--- src/rtl/ifetch_tlb_pkg.sv ---
package ifetch_tlb_pkg;
   // PTE bit positions consumed by the translation buffer
   localparam int PTE_EXEC_BIT = 0;   // execute allowed for some context
   localparam int PTE_PRIV_BIT = 3;   // supervisor-only page
   localparam int PTE_REF_BIT  = 8;   // referenced / usable

   typedef struct packed {
      logic virt;   // translation enabled
      logic priv;   // 1 = supervisor, 0 = problem state
   } fetch_mode_t;
endpackage

--- src/rtl/ifetch_tlb_hash.sv ---
module ifetch_tlb_hash #(
   parameter int ADDR_W    = 32,
   parameter int PAGE_BITS = 12,
   parameter int IDX_W     = 6,
   parameter int FIELDS    = 3
) (
   input  logic [ADDR_W-1:0] ea_i,
   output logic [IDX_W-1:0]  idx_o
);
   localparam int FOLD_TOP = PAGE_BITS + FIELDS * IDX_W;

   logic [IDX_W-1:0] fold [FIELDS+1];

   assign fold[0] = '0;

   generate
      for (genvar f = 0; f < FIELDS; f++) begin : g_fold
         assign fold[f+1] = fold[f] ^ ea_i[PAGE_BITS + f*IDX_W +: IDX_W];
      end
   endgenerate

   assign idx_o = fold[FIELDS];

   logic unused_ea_bits;
   assign unused_ea_bits = ^ea_i;
endmodule

--- src/rtl/ifetch_tlb_array.sv ---
module ifetch_tlb_array #(
   parameter int IDX_W = 6,
   parameter int TAG_W = 14,
   parameter int RPN_W = 20
) (
   input  logic             clk,
   input  logic             rst,
   input  logic [IDX_W-1:0] rd_idx_i,
   output logic             rd_vld_o,
   output logic [TAG_W-1:0] rd_tag_o,
   output logic [RPN_W-1:0] rd_rpn_o,
   output logic             rd_prv_o,
   input  logic             wr_en_i,
   input  logic [IDX_W-1:0] wr_idx_i,
   input  logic [TAG_W-1:0] wr_tag_i,
   input  logic [RPN_W-1:0] wr_rpn_i,
   input  logic             wr_prv_i,
   input  logic             clr_en_i,
   input  logic [IDX_W-1:0] clr_idx_i
);
   localparam int ENTRIES = 1 << IDX_W;

   logic             vld [ENTRIES];
   logic [TAG_W-1:0] tag [ENTRIES];
   logic [RPN_W-1:0] rpn [ENTRIES];
   logic             prv [ENTRIES];

   // valid bits: reset, set by write, cleared by invalidate (clear wins)
   always_ff @(posedge clk) begin
      if (rst) begin
         for (int i = 0; i < ENTRIES; i++) vld[i] <= 1'b0;
      end else begin
         if (wr_en_i)  vld[wr_idx_i]  <= 1'b1;
         if (clr_en_i) vld[clr_idx_i] <= 1'b0;
      end
   end

   // payload needs no reset; it is qualified by the valid bit
   always_ff @(posedge clk) begin
      if (wr_en_i) begin
         tag[wr_idx_i] <= wr_tag_i;
         rpn[wr_idx_i] <= wr_rpn_i;
         prv[wr_idx_i] <= wr_prv_i;
      end
   end

   assign rd_vld_o = vld[rd_idx_i];
   assign rd_tag_o = tag[rd_idx_i];
   assign rd_rpn_o = rpn[rd_idx_i];
   assign rd_prv_o = prv[rd_idx_i];
endmodule

--- src/rtl/ifetch_tlb_mode.sv ---
module ifetch_tlb_mode
   import ifetch_tlb_pkg::*;
(
   input  logic        clk,
   input  logic        rst,
   input  logic        redirect_i,
   input  logic        virt_i,
   input  logic        priv_i,
   output fetch_mode_t mode_o
);
   always_ff @(posedge clk) begin
      if (rst) begin
         mode_o.virt <= 1'b0;
         mode_o.priv <= 1'b1;
      end else if (redirect_i) begin
         mode_o.virt <= virt_i;
         mode_o.priv <= priv_i;
      end
   end
endmodule

--- src/rtl/ifetch_tlb.sv ---
module ifetch_tlb
   import ifetch_tlb_pkg::*;
#(
   parameter int ADDR_W      = 32,
   parameter int PAGE_BITS   = 12,
   parameter int IDX_W       = 6,
   parameter int HASH_FIELDS = 3,
   parameter int PTE_W       = 64
) (
   input  logic              clk,
   input  logic              rst,
   input  logic              redirect_i,
   input  logic              redir_virt_i,
   input  logic              redir_priv_i,
   input  logic [ADDR_W-1:0] fetch_ea_i,
   output logic [ADDR_W-1:0] real_addr_o,
   output logic              hit_o,
   output logic              fetch_fail_o,
   input  logic              reload_i,
   input  logic [ADDR_W-1:0] reload_ea_i,
   input  logic [PTE_W-1:0]  reload_pte_i,
   input  logic              inval_i,
   input  logic [ADDR_W-1:0] inval_ea_i
);
   localparam int TAG_W = ADDR_W - PAGE_BITS - IDX_W;
   localparam int RPN_W = ADDR_W - PAGE_BITS;

   initial begin
      if (PAGE_BITS + HASH_FIELDS * IDX_W > ADDR_W)
         $fatal(1, "hash fields exceed the address width");
      if (PTE_W < ADDR_W)
         $fatal(1, "PTE narrower than the real address");
      if (PTE_W <= PTE_REF_BIT)
         $fatal(1, "PTE too narrow for its flag bits");
   end

   fetch_mode_t mode;
   logic mode_virt, mode_priv;

   ifetch_tlb_mode u_mode (
      .clk        (clk),
      .rst        (rst),
      .redirect_i (redirect_i),
      .virt_i     (redir_virt_i),
      .priv_i     (redir_priv_i),
      .mode_o     (mode)
   );
   assign mode_virt = mode.virt;
   assign mode_priv = mode.priv;

   logic [IDX_W-1:0] look_idx, load_idx, kill_idx;

   ifetch_tlb_hash #(.ADDR_W(ADDR_W), .PAGE_BITS(PAGE_BITS), .IDX_W(IDX_W), .FIELDS(HASH_FIELDS))
      u_hash_look (.ea_i(fetch_ea_i),  .idx_o(look_idx));
   ifetch_tlb_hash #(.ADDR_W(ADDR_W), .PAGE_BITS(PAGE_BITS), .IDX_W(IDX_W), .FIELDS(HASH_FIELDS))
      u_hash_load (.ea_i(reload_ea_i), .idx_o(load_idx));
   ifetch_tlb_hash #(.ADDR_W(ADDR_W), .PAGE_BITS(PAGE_BITS), .IDX_W(IDX_W), .FIELDS(HASH_FIELDS))
      u_hash_kill (.ea_i(inval_ea_i),  .idx_o(kill_idx));

   // a PTE that no context can execute from never occupies a slot
   logic load_ok;
   assign load_ok = reload_i && reload_pte_i[PTE_EXEC_BIT] && reload_pte_i[PTE_REF_BIT];

   logic             slot_vld, slot_prv;
   logic [TAG_W-1:0] slot_tag;
   logic [RPN_W-1:0] slot_rpn;

   ifetch_tlb_array #(.IDX_W(IDX_W), .TAG_W(TAG_W), .RPN_W(RPN_W)) u_array (
      .clk       (clk),
      .rst       (rst),
      .rd_idx_i  (look_idx),
      .rd_vld_o  (slot_vld),
      .rd_tag_o  (slot_tag),
      .rd_rpn_o  (slot_rpn),
      .rd_prv_o  (slot_prv),
      .wr_en_i   (load_ok),
      .wr_idx_i  (load_idx),
      .wr_tag_i  (reload_ea_i[ADDR_W-1 -: TAG_W]),
      .wr_rpn_i  (reload_pte_i[PAGE_BITS +: RPN_W]),
      .wr_prv_i  (reload_pte_i[PTE_PRIV_BIT]),
      .clr_en_i  (inval_i),
      .clr_idx_i (kill_idx)
   );

   logic tag_match, priv_block;
   assign tag_match  = slot_vld && (slot_tag == fetch_ea_i[ADDR_W-1 -: TAG_W]);
   assign priv_block = slot_prv && !mode_priv;

   assign hit_o        = mode_virt && tag_match;
   assign fetch_fail_o = mode_virt && (!tag_match || priv_block);
   assign real_addr_o  = mode_virt ? {slot_rpn, fetch_ea_i[PAGE_BITS-1:0]} : fetch_ea_i;

   logic unused_in_bits;
   assign unused_in_bits = ^{reload_pte_i, reload_ea_i[PAGE_BITS-1:0], inval_ea_i};
endmodule

--- config.mk ---
export PLATFORM = sky130hd
export DESIGN_NAME = ifetch_tlb
export DESIGN_NICKNAME = d
export VERILOG_FILES = /design/src/rtl/ifetch_tlb_pkg.sv /design/src/rtl/ifetch_tlb_hash.sv /design/src/rtl/ifetch_tlb_array.sv /design/src/rtl/ifetch_tlb_mode.sv /design/src/rtl/ifetch_tlb.sv
export SDC_FILE = /design/constraint.sdc
export NUM_CORES = 2
export LEC_CHECK = 0
export ABC_AREA = 1
export BUFFER_PORTS_ARGS = -buffer_cell sky130_fd_sc_hd__buf_2
export CORE_UTILIZATION = 30
export CTS_BUF_LIST = sky130_fd_sc_hd__clkbuf_4 sky130_fd_sc_hd__clkbuf_8
export DETAILED_ROUTE_END_ITERATION = 8
export HOLD_SLACK_MARGIN = 0.08
export MAX_ROUTING_LAYER = met4
export SLEW_MARGIN = 20
export SYNTH_ARGS = -nofsm -noshare
export SYNTH_HDL_FRONTEND = slang
export SYNTH_HIERARCHICAL = 1
export SYNTH_SLANG_ARGS = --single-unit
--- constraint.sdc ---
create_clock -name clk -period 3.5 [get_ports clk]
set_clock_uncertainty 0.2 [all_clocks]
set_input_delay 0.875 -clock clk [delete_from_list [all_inputs] [get_ports clk]]
set_output_delay 0.875 -clock clk [all_outputs]
set_load 0.02 [all_outputs]
==> metrics.txt <==
initial antenna violation count=20; DP Worst Slack=-1940 ps; CTS H-Tree Depth=5; chip height=between 500 and 600 um; PD cells=~520 mW/mm^2; # setup viols final=22; most frequent cells in the layout=nand2_1 (2515), edfxtp_1 (2240), nand3_1 (1877), clkbuf_8 (404), buf_4 (398); IO Count=201; DR vias/cell=5.29; DRT Wirelength=between 300000 and 400000 um; Req. time, crit path=about 2400 ps; Yosys reg bits=~2300; wire per inst=~26 um; Tot Pwr=63.6 mW; starting density of the core=a little under a third; Crit Reg-Reg Endpoint=u_mode/mode_o[1]; share of cells above drive strength 1=a little under a quarter; cell row count=a little over 200; Placeable Area=0.310 sq mm; syn avg cell area=roughly 12 sq um; clk sink count=between 2000 and 2500; DRC Markers=0; Data arrival, critical path=~3800 ps; Final nets=9171; Final ANT Viol Nets=0; Worst Min Path Start=reload_pte_i[24]; Int Power=46.9 mW; synthesized area=0.0938 sq mm; Worst setup SP type=input pin; crit-path max FO=6; total global routing overflow=0; CTS Buffer Depth=4; Hold Path Sink=u_array/rpn[47][12]; largest net degree at the start of global routing=65; Starting DRT DRC Count=10044; Num CTS Buffers=394; RSZ-0062 raised after global routing=yes; max incr delay on CP=~190 ps; fmax=~210 MHz; RD Place Congestion=around 0.9; setup TNS=-24680 ps; GRT Overall Usage=a little over a fifth; Sw Pwr=16.7 mW; number of global-route vias before repair=between 60000 and 70000; worst hold stages=1; failing checks=setup timing; Hold Violations, Final=0; max-slew violation count=0; sequential share of power=47.8%; Ys Warns=6; CTS tree=done; Clk pin slew, worst setup/hold paths=60 ps; final setup margin=-1340 ps; min-delay worst type=in2reg; HPWL Detailed=198000 um; Worst VDD drop=roughly 0.00029 V; Max Cap Viol=0; sw frac=between 20% and 30%; Root Buffer=clkbuf_8; combinational share of power=between 10% and 20%; syn_nets=a little over 8000; first-pass GRT wire length=479000 um; worst slew pin tran=just over 900 ps; Worst Setup End Kind=primary output; CP Class=in2out; commonest non-fill, non-tap cell in the layout=nand2_1; slowest CP cell=buf_16; Vias=approximately 71000; R2R depth=3; clock network power share=between 30% and 40%; Die ar.=0.315 sq mm; Reg2Reg Setup Slack=between 2000 and 2500 ps; Max transition margin=between 30% and 40%; PortBufs=109; Tcrit/Tclk final=138%; post-synthesis sequential area ratio=between 70% and 80%; Final Critical Period=4840 ps; Final Hold Slack=~150 ps; synth-to-layout area growth=29.6%; CP most frequent cell=nand2_4; Mapped Cells=around 8100; Yosys cell types=23; Pre-Repair DR Iteration Count=9; status=complete, but fails checks; Leak=44.5 nW; overall die width=between 500 and 600 um; Worst-Skew Late Latency=1040 ps; reg2reg start=u_mode/mode_o[1]
-- layer usage --
metal  vias to the layer above  routed length [um]  track usage [%]
met5                         -                   0                -
met4                         0               19600             11.4
met3                       888               37500             4.04
met2                      4695              159000             33.0
met1                     34896              130000             27.3
li1                      30522                   -                -
-- cell usage after synthesis, drive strengths merged --
| cell | count | share of area [%] |
|---|---|---|
| clkinv | 2 | 0.0093 |
| edfxtp | 2240 | 72 |
| o21ai | 75 | 0.40 |
| a21oi | 63 | 0.34 |
| dfxtp | 66 | 1.4 |
| nand3 | 2154 | 11 |
| nor2 | 101 | 0.41 |
| clkbuf | 83 | 0.33 |
| xnor2 | 1 | 0.0093 |
| nor3 | 16 | 0.085 |
| nand2 | 2718 | 11 |
| buf | 438 | 2.4 |
| a211oi | 1 | 0.0080 |
| inv | 125 | 0.50 |
| and3 | 1 | 0.0067 |
-- final cells by class --
class | instances | area, sq um
multi-input combinational | 5130 | 25300
clock buffer | 533 | 6530
antenna | 15 | 37.5
fill | 28953 | 188000
clock inverter | 145 | 935
sequential | 2306 | 68600
timing repair inverter | 4 | 91.3
timing repair buffer | 1041 | 14400
tap | 4120 | 5150
inverter | 127 | 568
-- sequential cells by signal (all words and copies together), names as in the netlist --
signal	flops
u_mode/mode_o	2
u_array/vld	64
u_array/tag	896
u_array/prv	64
u_array/rpn	1280
-- kinds of logic after synthesis --
family / after synthesis / share of synthesized area [%]
AND/OR/NAND/NOR: 4990 / 22.9
flip-flops: 2306 / 73.1
buffers and inverters: 648 / 3.29
AO/OA/AOI/OAI: 139 / 0.744
XOR/XNOR: 1 / 0.00934
-- repair_timing --
action | 4_1_cts | 5_1_grt
hold endpoints to repair | 169 | 0
gates resized for setup | 579 | 452
setup buffers | 97 | 63
pin swaps | 109 | 221
hold buffers | 18 | 0
endpoints found under the setup margin | 22 | 22
gates cloned | 66 | 24
-- through the flow --
step	instances	area (sq um)	util, %
after floorplan	8084	94100	-
after global placement	12478	106000	34.2
after detailed placement	12478	106000	34.2
after CTS	13336	119000	38.3
after global routing	13416	122000	39.2
final	13421	122000	39.2
-- power by group through the flow --
| stage | Sequential, mW | Clock (mW) | Combinational (mW) |
|---|---|---|---|
| 6_report | 30.4 | 23.6 | 9.64 |
| 5_1_grt | 30.4 | 24.9 | 10.1 |
| 4_1_cts | 30.4 | 23.8 | 8.76 |
| 3_5_place_dp | 31.0 | 0 | 7.18 |
| 3_3_place_gp | 31.0 | 0 | 7.11 |
| 2_1_floorplan | 31.0 | 0 | 3.70 |
-- critical path: cells and delay by family --
family                 cells  cell delay (ps)
AND/OR/NAND/NOR           19             1620
buffers and inverters     10             1220
-- worst max-delay path by stage --
| stage | endpoint | slack [ps] | startpoint |
|---|---|---|---|
| 2_1_floorplan | hit_o | -350 | fetch_ea_i[12] |
| 3_3_place_gp | hit_o | -1940 | fetch_ea_i[13] |
| 3_5_place_dp | hit_o | -1940 | fetch_ea_i[13] |
| 4_1_cts | fetch_fail_o | -1400 | fetch_ea_i[12] |
| 5_1_grt | fetch_fail_o | -1410 | fetch_ea_i[12] |
| 6_report | fetch_fail_o | -1340 | fetch_ea_i[12] |
Power figures use the tool's default switching activity.
